$ cat config.mk
export PLATFORM = sky130hd
export DESIGN_NAME = scan_port
export DESIGN_NICKNAME = d
export VERILOG_FILES = /design/src/rtl/scan_port_pkg.sv /design/src/rtl/scan_fsm.sv /design/src/rtl/scan_ir.sv /design/src/rtl/scan_dr.sv /design/src/rtl/scan_tdo.sv /design/src/rtl/scan_port.sv
export SDC_FILE = /design/constraint.sdc
export NUM_CORES = 1
export LEC_CHECK = 0
export ABC_AREA = 1
export BUFFER_PORTS_ARGS = -buffer_cell sky130_fd_sc_hd__clkbuf_2
export CAP_MARGIN = 20
export CORE_MARGIN = 2
export CORE_UTILIZATION = 54
export CTS_CLUSTER_DIAMETER = 120
export DETAILED_ROUTE_END_ITERATION = 16
export PLACE_DENSITY = 0.76
export REMOVE_ABC_BUFFERS = 1
export SYNTH_ARGS = -nofsm -noshare
export SYNTH_HDL_FRONTEND = slang
export SYNTH_SLANG_ARGS = --single-unit
$ cat constraint.sdc
create_clock -name tck -period 1.6 [get_ports tck]
set_input_delay 0.08 -clock tck [delete_from_list [all_inputs] [get_ports tck]]
set_output_delay 0.08 -clock tck [all_outputs]
set_load 0.1 [all_outputs]
$ cat src/rtl/scan_port_pkg.sv
// Shared types and helpers for the test access port.
// Assumes the standard sixteen-state TAP graph; instruction field
// positions used by the decode live here so every module agrees.
package scan_port_pkg;

    typedef enum logic [3:0] {
        S_TLR, S_RTI,
        S_SEL_DR, S_CAP_DR, S_SHF_DR, S_EX1_DR, S_PAU_DR, S_EX2_DR, S_UPD_DR,
        S_SEL_IR, S_CAP_IR, S_SHF_IR, S_EX1_IR, S_PAU_IR, S_EX2_IR, S_UPD_IR
    } tap_state_t;

    // Instruction bit choosing the short data path when set.
    localparam int SEL_BIT = 0;
    // Instruction bit allowing the update write when set.
    localparam int WR_BIT  = 1;

    // Next TAP state for a given mode-select value.
    function automatic tap_state_t tap_next(input tap_state_t s, input logic m);
        tap_state_t n;
        case (s)
            S_TLR:    n = m ? S_TLR    : S_RTI;
            S_RTI:    n = m ? S_SEL_DR : S_RTI;
            S_SEL_DR: n = m ? S_SEL_IR : S_CAP_DR;
            S_CAP_DR: n = m ? S_EX1_DR : S_SHF_DR;
            S_SHF_DR: n = m ? S_EX1_DR : S_SHF_DR;
            S_EX1_DR: n = m ? S_UPD_DR : S_PAU_DR;
            S_PAU_DR: n = m ? S_EX2_DR : S_PAU_DR;
            S_EX2_DR: n = m ? S_UPD_DR : S_SHF_DR;
            S_UPD_DR: n = m ? S_SEL_DR : S_RTI;
            S_SEL_IR: n = m ? S_TLR    : S_CAP_IR;
            S_CAP_IR: n = m ? S_EX1_IR : S_SHF_IR;
            S_SHF_IR: n = m ? S_EX1_IR : S_SHF_IR;
            S_EX1_IR: n = m ? S_UPD_IR : S_PAU_IR;
            S_PAU_IR: n = m ? S_EX2_IR : S_PAU_IR;
            S_EX2_IR: n = m ? S_UPD_IR : S_SHF_IR;
            S_UPD_IR: n = m ? S_SEL_DR : S_RTI;
            default:  n = S_TLR;
        endcase
        return n;
    endfunction

endpackage

$ cat src/rtl/scan_fsm.sv
// TAP state register. Advances on rising tck under tms.
// Assumes rst_n is synchronous to tck and active low.
module scan_fsm
    import scan_port_pkg::*;
(
    input  logic       tck,
    input  logic       rst_n,
    input  logic       tms,
    output tap_state_t state
);

    // Hold or advance the controller state.
    always_ff @(posedge tck) begin
        if (!rst_n) begin
            state <= S_TLR;
        end else begin
            state <= tap_next(state, tms);
        end
    end

endmodule

$ cat src/rtl/scan_ir.sv
// Instruction path. The shift register moves toward its top bit: the top
// bit feeds the serial output and tdi enters at bit 0. Captured bits thus
// leave MSB first, and the first received bit ends up on top. Update-IR
// commits the bit-reversed byte, so the first received bit becomes the
// instruction's bit 0.
// Assumes the state input comes from scan_fsm in the same tck domain.
module scan_ir
    import scan_port_pkg::*;
#(
    parameter int              IR_W          = 8,
    parameter logic [IR_W-1:0] IDCODE        = 8'h89,
    parameter logic [IR_W-1:0] INSTR_DEFAULT = 8'h02
) (
    input  logic            tck,
    input  logic            rst_n,
    input  logic            tdi,
    input  tap_state_t      state,
    output logic [IR_W-1:0] instr,
    output logic [IR_W-1:0] shift_q,
    output logic            out_bit
);

    logic [IR_W-1:0] rev;

    // Bit-reverse the shift path for the commit.
    generate
        for (genvar g = 0; g < IR_W; g++) begin : g_rev
            assign rev[g] = shift_q[IR_W-1-g];
        end
    endgenerate

    // Capture the identification byte or shift one bit per Shift-IR cycle.
    always_ff @(posedge tck) begin
        if (!rst_n) begin
            shift_q <= '0;
        end else if (state == S_CAP_IR) begin
            shift_q <= IDCODE;
        end else if (state == S_SHF_IR) begin
            shift_q <= {shift_q[IR_W-2:0], tdi};
        end
    end

    // Commit the instruction on Update-IR, default it in Test-Logic-Reset.
    always_ff @(posedge tck) begin
        if (!rst_n || state == S_TLR) begin
            instr <= INSTR_DEFAULT;
        end else if (state == S_UPD_IR) begin
            instr <= rev;
        end
    end

    assign out_bit = shift_q[IR_W-1];

endmodule

$ cat src/rtl/scan_dr.sv
// Data path of selectable length. A single shift register serves both
// lengths: the short path taps its serial output at bit NARROW_W-1, the
// long path at the top bit. Data moves MSB first in both directions.
// Assumes narrow and wr_ok stay stable during a data scan.
module scan_dr
    import scan_port_pkg::*;
#(
    parameter int WIDE_W   = 16,
    parameter int NARROW_W = 8
) (
    input  logic              tck,
    input  logic              rst_n,
    input  logic              tdi,
    input  tap_state_t        state,
    input  logic              narrow,
    input  logic              wr_ok,
    input  logic [WIDE_W-1:0] cap_data,
    output logic              out_bit,
    output logic [WIDE_W-1:0] upd_data,
    output logic              upd_we
);

    localparam logic [WIDE_W-1:0] NMASK = (WIDE_W'(1) << NARROW_W) - WIDE_W'(1);

    logic [WIDE_W-1:0] sh;
    logic [WIDE_W-1:0] sel_cap;
    logic [WIDE_W-1:0] sel_upd;

    assign sel_cap = narrow ? (cap_data & NMASK) : cap_data;
    assign sel_upd = narrow ? (sh & NMASK) : sh;
    assign out_bit = narrow ? sh[NARROW_W-1] : sh[WIDE_W-1];

    // Parallel capture or one-bit shift toward the top.
    always_ff @(posedge tck) begin
        if (!rst_n) begin
            sh <= '0;
        end else if (state == S_CAP_DR) begin
            sh <= sel_cap;
        end else if (state == S_SHF_DR) begin
            sh <= {sh[WIDE_W-2:0], tdi};
        end
    end

    // Write the update value and raise the strobe when writes are allowed.
    always_ff @(posedge tck) begin
        if (!rst_n) begin
            upd_data <= '0;
            upd_we   <= 1'b0;
        end else begin
            upd_we <= (state == S_UPD_DR) && wr_ok;
            if (state == S_UPD_DR && wr_ok) begin
                upd_data <= sel_upd;
            end
        end
    end

endmodule

$ cat src/rtl/scan_tdo.sv
// Serial output stage, retimed on the falling edge of tck so the host
// can sample it safely on the next rising edge. Low and flagged invalid
// outside the shift states.
// Assumes the state and path bits are stable between rising edges.
module scan_tdo
    import scan_port_pkg::*;
(
    input  logic       tck,
    input  logic       rst_n,
    input  tap_state_t state,
    input  logic       ir_bit,
    input  logic       dr_bit,
    output logic       tdo,
    output logic       tdo_en
);

    // Pick the active path's bit, or drive low when idle.
    always_ff @(negedge tck) begin
        if (!rst_n) begin
            tdo    <= 1'b0;
            tdo_en <= 1'b0;
        end else begin
            tdo_en <= (state == S_SHF_IR) || (state == S_SHF_DR);
            if (state == S_SHF_IR) begin
                tdo <= ir_bit;
            end else if (state == S_SHF_DR) begin
                tdo <= dr_bit;
            end else begin
                tdo <= 1'b0;
            end
        end
    end

endmodule

$ cat src/rtl/scan_port.sv
// Top of the test access port: state machine, instruction path, data
// path and serial output stage. Instruction bit SEL_BIT picks the data
// path length, and bit WR_BIT allows the update write.
// Assumes one tck domain and a synchronous active-low reset.
module scan_port
    import scan_port_pkg::*;
#(
    parameter int              IR_W          = 8,
    parameter logic [IR_W-1:0] IDCODE        = 8'h89,
    parameter logic [IR_W-1:0] INSTR_DEFAULT = 8'h02,
    parameter int              WIDE_W        = 16,
    parameter int              NARROW_W      = 8
) (
    input  logic              tck,
    input  logic              rst_n,
    input  logic              tms,
    input  logic              tdi,
    input  logic [WIDE_W-1:0] cap_data,
    output logic              tdo,
    output logic              tdo_en,
    output logic [IR_W-1:0]   active_instr,
    output logic [WIDE_W-1:0] upd_data,
    output logic              upd_we
);

    tap_state_t      fsm_state;
    logic [IR_W-1:0] ir_shift;
    logic            ir_bit;
    logic            dr_bit;

    scan_fsm u_fsm (
        .tck   (tck),
        .rst_n (rst_n),
        .tms   (tms),
        .state (fsm_state)
    );

    scan_ir #(
        .IR_W          (IR_W),
        .IDCODE        (IDCODE),
        .INSTR_DEFAULT (INSTR_DEFAULT)
    ) u_ir (
        .tck     (tck),
        .rst_n   (rst_n),
        .tdi     (tdi),
        .state   (fsm_state),
        .instr   (active_instr),
        .shift_q (ir_shift),
        .out_bit (ir_bit)
    );

    scan_dr #(
        .WIDE_W   (WIDE_W),
        .NARROW_W (NARROW_W)
    ) u_dr (
        .tck      (tck),
        .rst_n    (rst_n),
        .tdi      (tdi),
        .state    (fsm_state),
        .narrow   (active_instr[SEL_BIT]),
        .wr_ok    (active_instr[WR_BIT]),
        .cap_data (cap_data),
        .out_bit  (dr_bit),
        .upd_data (upd_data),
        .upd_we   (upd_we)
    );

    scan_tdo u_tdo (
        .tck    (tck),
        .rst_n  (rst_n),
        .state  (fsm_state),
        .ir_bit (ir_bit),
        .dr_bit (dr_bit),
        .tdo    (tdo),
        .tdo_en (tdo_en)
    );

endmodule

# Yosys cells after proc, flatten, opt, wreduce, memory -nomap -nowiden
# Index checks and enable logic that the tools add are counted.
[op_classes] muxes=22 n_reduce_logical=11 bitwise=1 n_eq_ne=15
[ops] op="two-way mux 16 bit" count=4
[ops] op="one-hot mux 4 bit (12 select lines)" count=1
[ops] op="equality test 4 bit (second input constant)" count=8
[ops] op="equality test 4 x 3 -> 1 bit (second input constant)" count=4
[ops] op="two-way mux 4 bit" count=4
[ops] op="two-way mux 8 bit" count=2
[ops] op="equality test 4 x 2 -> 1 bit (second input constant)" count=2
[ops] op="two-way mux 1 bit" count=6
[ops] op="two-way mux 2 bit" count=3
[ops] op="two-way mux 3 bit" count=2
[ops] op="OR reduction 2 bit" count=3
[ops] op="equality test 4 x 1 -> 1 bit (second input constant)" count=1
[ops] op="logical NOT 4 bit" count=1
[ops] op="nonzero test 2 bit" count=2
[ops] op="OR reduction 3 bit" count=1
[ops] op="logical OR 1 bit" count=2
[ops] op="logical AND 1 bit" count=1
[ops] op="logical NOT 1 bit" count=1
[ops] op="NOT 1 bit" count=1
[word_totals] inputBits=20 reg_bits=55 wordCells=58

# Longest topological paths before layout
[logic_depth] ltp_word=3 depth_mapped=9

# Cells and area by module
# Synthesis repeated with hierarchy kept, for this count alone.
[hier_totals] hier_cells=400 area_unflattened_um2=2728.9
[by_module_without_submodules] mod="scan_dr" seq_area_each_um2=660.6 cells_per_inst=230 area_per_inst_um2=1559.0 n_inst=1
[by_module_without_submodules] mod="scan_ir" seq_area_each_um2=320.3 cells_per_inst=89 area_per_inst_um2=661.9 n_inst=1
[by_module_without_submodules] mod="scan_fsm" seq_area_each_um2=80.1 cells_per_inst=64 area_per_inst_um2=392.9 n_inst=1
[by_module_without_submodules] mod="scan_tdo" seq_area_each_um2=40.0 cells_per_inst=17 area_per_inst_um2=115.1 n_inst=1

==> results.rst <==
.. list-table::
   :header-rows: 1

   * - Metric
     - Value
   * - Post-synthesis instance total
     - 317
   * - Start of the worst register-to-register path
     - u_fsm.state[0]
   * - Area after detailed placement
     - 2720 um^2
   * - Post-layout instance area
     - 2850 um^2
   * - TritonCTS clock tree
     - built
   * - Family of cells with the greatest summed delay on the critical path
     - flip-flops
   * - Crit path kind
     - reg2out
   * - Count of buffers added by post-CTS timing repair for setup
     - 0
   * - Worst reg-to-reg path cell count
     - 5
   * - Core area
     - 4090 um^2
   * - Final routed wire length divided by cell count
     - about 13 um
   * - Worst path depth
     - 1
   * - Setup crit start
     - u_tdo.tdo
   * - Maximum net fanout on the critical path
     - 1
   * - Result of the run
     - complete, but fails checks
   * - Worst hold-check path type
     - in2reg
   * - Via count
     - between 2000 and 2500
   * - Avg Synthesized Cell Area
     - ~7.4 um^2
   * - Share of the yosys chip area belonging to registers
     - 46.9%
   * - Detailed Place HPWL
     - roughly 3900 um
   * - Pre-Repair DR Iteration Count
     - 4
   * - Die area
     - about 5000 um^2
   * - Power per cell area
     - ~830 nW/um^2
   * - Final wirelength
     - 5410 um
   * - CP Capture Type
     - output pin
   * - Cell with the biggest individual delay on the critical path
     - sky130_fd_sc_hd__dfxtp_2
   * - Port-buffer cells
     - 46
   * - Maximum vdd ir drop
     - 0.598 mV
   * - Required @ worst endpoint
     - between 1.5 and 2 ns
   * - Number of global-route vias before repair
     - about 2100
   * - Unrepaired setup endpoints after global routing
     - true
   * - Clock root buffer master
     - sky130_fd_sc_hd__clkbuf_8
   * - Ant diodes
     - 0
   * - Leakage power of the design
     - 1.34 nW
   * - Critical Path Start Type
     - flip-flop
   * - Vias per std cell
     - roughly 5.2
   * - Failing checks
     - setup timing
   * - Final net count
     - between 400 and 500
   * - H-Tree Level Count
     - 2
   * - Normalized max-slew margin
     - 63.9%
   * - CP bufs+invs
     - 1
   * - Global-route wire length before repair
     - 9090 um
   * - Share of final-layout standard cells stronger than drive strength 1
     - 27.2%
   * - Largest incremental delay on the critical path
     - 0.34 ns
   * - Max-slew violation total from the final report
     - 0
   * - Summed instance area of the synthesized netlist
     - 2350 um^2
   * - All-layer global routing usage
     - 22.7%
   * - GR Overflow Total
     - 0
   * - Clk Latency, worst-skew pair
     - 0.35 ns
   * - Layout Area Growth over Synthesis
     - 21.5%
   * - Switching Power
     - 0.000603 W
   * - Number of antenna violations at the first check in global routing
     - 0
   * - Data arrival time at the worst-slack endpoint
     - 1.67 ns
   * - Sequence of cells on the critical path
     - buf_12
   * - Slack of the worst reg-to-reg path
     - -0.04 ns
   * - Number of setup violations in the final report
     - 4
   * - Fin Clk Skew
     - 0.0630 ns
   * - Total CTS buffers
     - 5
   * - Combinational share of power
     - 9.1%
   * - Capture instance of the worst register-to-register path
     - u_tdo.tdo
   * - Number of sinks driven by the clock tree
     - 55
   * - Slew at the pin closest to its max-slew limit
     - 0.543 ns
   * - Final hold violation count
     - 0
   * - Biggest area contributors in the synthesized netlist
     - sky130_fd_sc_hd__dfxtp_1 (47%), sky130_fd_sc_hd__nand2_1 (15%), sky130_fd_sc_hd__o21ai_0 (7.9%)
   * - Placed insts
     - between 400 and 500
   * - Boundary pin count
     - 47
   * - Portion of synthesized cell area occupied by the leading cell type
     - a little under half
   * - Number of design-rule violations left by the first detailed-router iteration
     - 143
   * - Critical Path Sink
     - tdo
   * - Count of unique library cells instantiated by Yosys
     - 23
   * - Proportion of power drawn by the clock network
     - 31.9%
   * - Initial Util
     - between 50% and 60%
   * - Final Wtd Congestion
     - roughly 0.95
   * - Internal Power
     - 0.00177 W
   * - DRC viols
     - 0
   * - Largest net degree at the start of global routing
     - 29
   * - Final instance count without filler cells
     - between 400 and 500
   * - Num rows
     - 23
   * - Max-cap violations
     - 0
   * - Max Buffers Root-to-Sink
     - 2
   * - Cell accounting for the most synthesized area
     - sky130_fd_sc_hd__dfxtp_1
   * - Switching Share
     - about a quarter
   * - Post-route worst setup slack
     - -0.145 ns
   * - Synth Warn #
     - 0
   * - Remaining antenna violation count
     - 0
   * - Horizontal extent of the die
     - about 70 um
   * - Clk pin slew, worst setup/hold paths
     - 0.10 ns
   * - Die outline height
     - 69.9 um
   * - Register share of total power
     - around 59%
   * - Number of register bits inferred by synthesis
     - 55
==> metal layers <==
metal / track usage [%] / part of all wire (%)
met1: 29.3 / 45
met2: 39.2 / 49
met3: 4.47 / 5.1
met4: 5.34 / 1.1
met5: 0 / 0
==> how the worst min path moves through the flow <==
stage	startpoint	to	slack [ns]	depth (start not counted)
floorplan	rst_n	u_dr.sh[10]	0.18	2
detailed placement	cap_data[11]	u_dr.sh[11]	0.32	3
global placement	cap_data[11]	u_dr.sh[11]	0.31	3
CTS	cap_data[14]	u_dr.sh[14]	0.001	3
finish	cap_data[12]	u_dr.sh[12]	0.003	3
global route	cap_data[12]	u_dr.sh[12]	0.009	3
==> power groups by stage <==
| stage | registers [W] | clock network [W] | logic, W |
|---|---|---|---|
| final | 0.00140 | 0.000757 | 0.000216 |
| after global routing | 0.00140 | 0.000831 | 0.000237 |
| after CTS | 0.00140 | 0.000772 | 0.000215 |
| after detailed placement | 0.00143 | 0.0000117 | 0.000208 |
| after global placement | 0.00143 | 0.0000117 | 0.000206 |
| after floorplan | 0.00146 | 0.0000117 | 0.0000871 |
==> Yosys cell counts <==
| cell type | instances |
|---|---|
| sky130_fd_sc_hd__buf_2 | 1 |
| sky130_fd_sc_hd__a21oi_1 | 22 |
| sky130_fd_sc_hd__inv_2 | 4 |
| sky130_fd_sc_hd__nor2_2 | 1 |
| sky130_fd_sc_hd__a31oi_1 | 10 |
| sky130_fd_sc_hd__nand2_1 | 91 |
| sky130_fd_sc_hd__clkbuf_1 | 1 |
| sky130_fd_sc_hd__nor2_1 | 33 |
| sky130_fd_sc_hd__nor2_4 | 7 |
| sky130_fd_sc_hd__clkinv_1 | 1 |
| sky130_fd_sc_hd__dfxtp_1 | 55 |
| sky130_fd_sc_hd__nand2_2 | 3 |
| sky130_fd_sc_hd__o21ai_1 | 2 |
| sky130_fd_sc_hd__a21oi_2 | 1 |
| sky130_fd_sc_hd__o21ai_0 | 37 |
| sky130_fd_sc_hd__buf_4 | 2 |
| sky130_fd_sc_hd__nand3_2 | 1 |
| sky130_fd_sc_hd__nand3_1 | 14 |
| sky130_fd_sc_hd__nand2_4 | 3 |
| sky130_fd_sc_hd__buf_1 | 1 |
| sky130_fd_sc_hd__nand4_1 | 1 |
| sky130_fd_sc_hd__inv_1 | 21 |
| sky130_fd_sc_hd__buf_6 | 5 |
==> state kept, by name, indices dropped and copies added (netlist names) <==
name / flops
u_tdo.tdo_en: 1
u_tdo.tdo: 1
u_ir.instr: 8
u_dr.upd_data: 16
u_dr.upd_we: 1
u_dr.sh: 16
u_ir.shift_q: 8
u_fsm.state: 4
==> layout by cell type, fill, tap and decap left out <==
cell                            Yosys  routed
sky130_fd_sc_hd__dfxtp_1           55      49
sky130_fd_sc_hd__nand2_1           91      90
sky130_fd_sc_hd__clkbuf_8           0       5
sky130_fd_sc_hd__nand4_1            1       1
sky130_fd_sc_hd__o21ai_0           37      37
sky130_fd_sc_hd__clkinv_2           0       2
sky130_fd_sc_hd__dfxtp_2            0       6
sky130_fd_sc_hd__a21oi_2            1       2
sky130_fd_sc_hd__inv_2              4       8
sky130_fd_sc_hd__nor2_4             7       8
sky130_fd_sc_hd__nand3_1           14      14
sky130_fd_sc_hd__buf_12             0       2
sky130_fd_sc_hd__nand2_4            3       3
sky130_fd_sc_hd__nand3_2            1       1
sky130_fd_sc_hd__inv_1             21      18
sky130_fd_sc_hd__clkbuf_2           0      44
sky130_fd_sc_hd__clkinv_4           0       1
sky130_fd_sc_hd__clkinv_1           1       1
sky130_fd_sc_hd__a21oi_1           22      21
sky130_fd_sc_hd__nor2_1            33      33
sky130_fd_sc_hd__nand2_2            3       4
sky130_fd_sc_hd__o21ai_1            2       2
sky130_fd_sc_hd__dlygate4sd3_1      0       2
sky130_fd_sc_hd__a31oi_1           10      10
sky130_fd_sc_hd__buf_4              2      18
==> timing repair <==
action	4_1_cts	5_1_grt
gates resized for setup	10	3
hold buffers	2	0
endpoints found under the hold margin	2	0
endpoints found under the setup margin	4	4
pin swaps	1	0
==> stage by stage <==
stage	hold WS, ns	util [%]	worst slack, ns	power [W]	setup TNS [ns]
floorplan	0.178	-	-1.10	0.00156	-4.64
global placement	0.314	66.6	-0.0979	0.00165	-0.178
detailed placement	0.321	66.6	-0.146	0.00165	-0.290
CTS	0.000962	69.7	-0.152	0.00239	-0.362
global route	0.00869	69.8	-0.194	0.00247	-0.570
finish	0.00349	69.8	-0.145	0.00238	-0.349
==> cell type report <==
class                           count  area [um^2]
Fill cell                         352         1230
Sequential cell                    55         1110
Multi-Input combinational cell    226         1080
Timing Repair Buffer               66          415
Inverter                           25         93.8
Clock buffer                        5         68.8
Tap cell                           50         62.6
Clock inverter                      5         26.3
==> cells by family after synthesis <==
logic type      Yosys count  synth area share, %
compound gates           72                 16.0
buf+inv                  36                 7.72
flops                    55                 46.9
simple gates            154                 29.4
No activity file was read; power rests on OpenSTA's default activity.
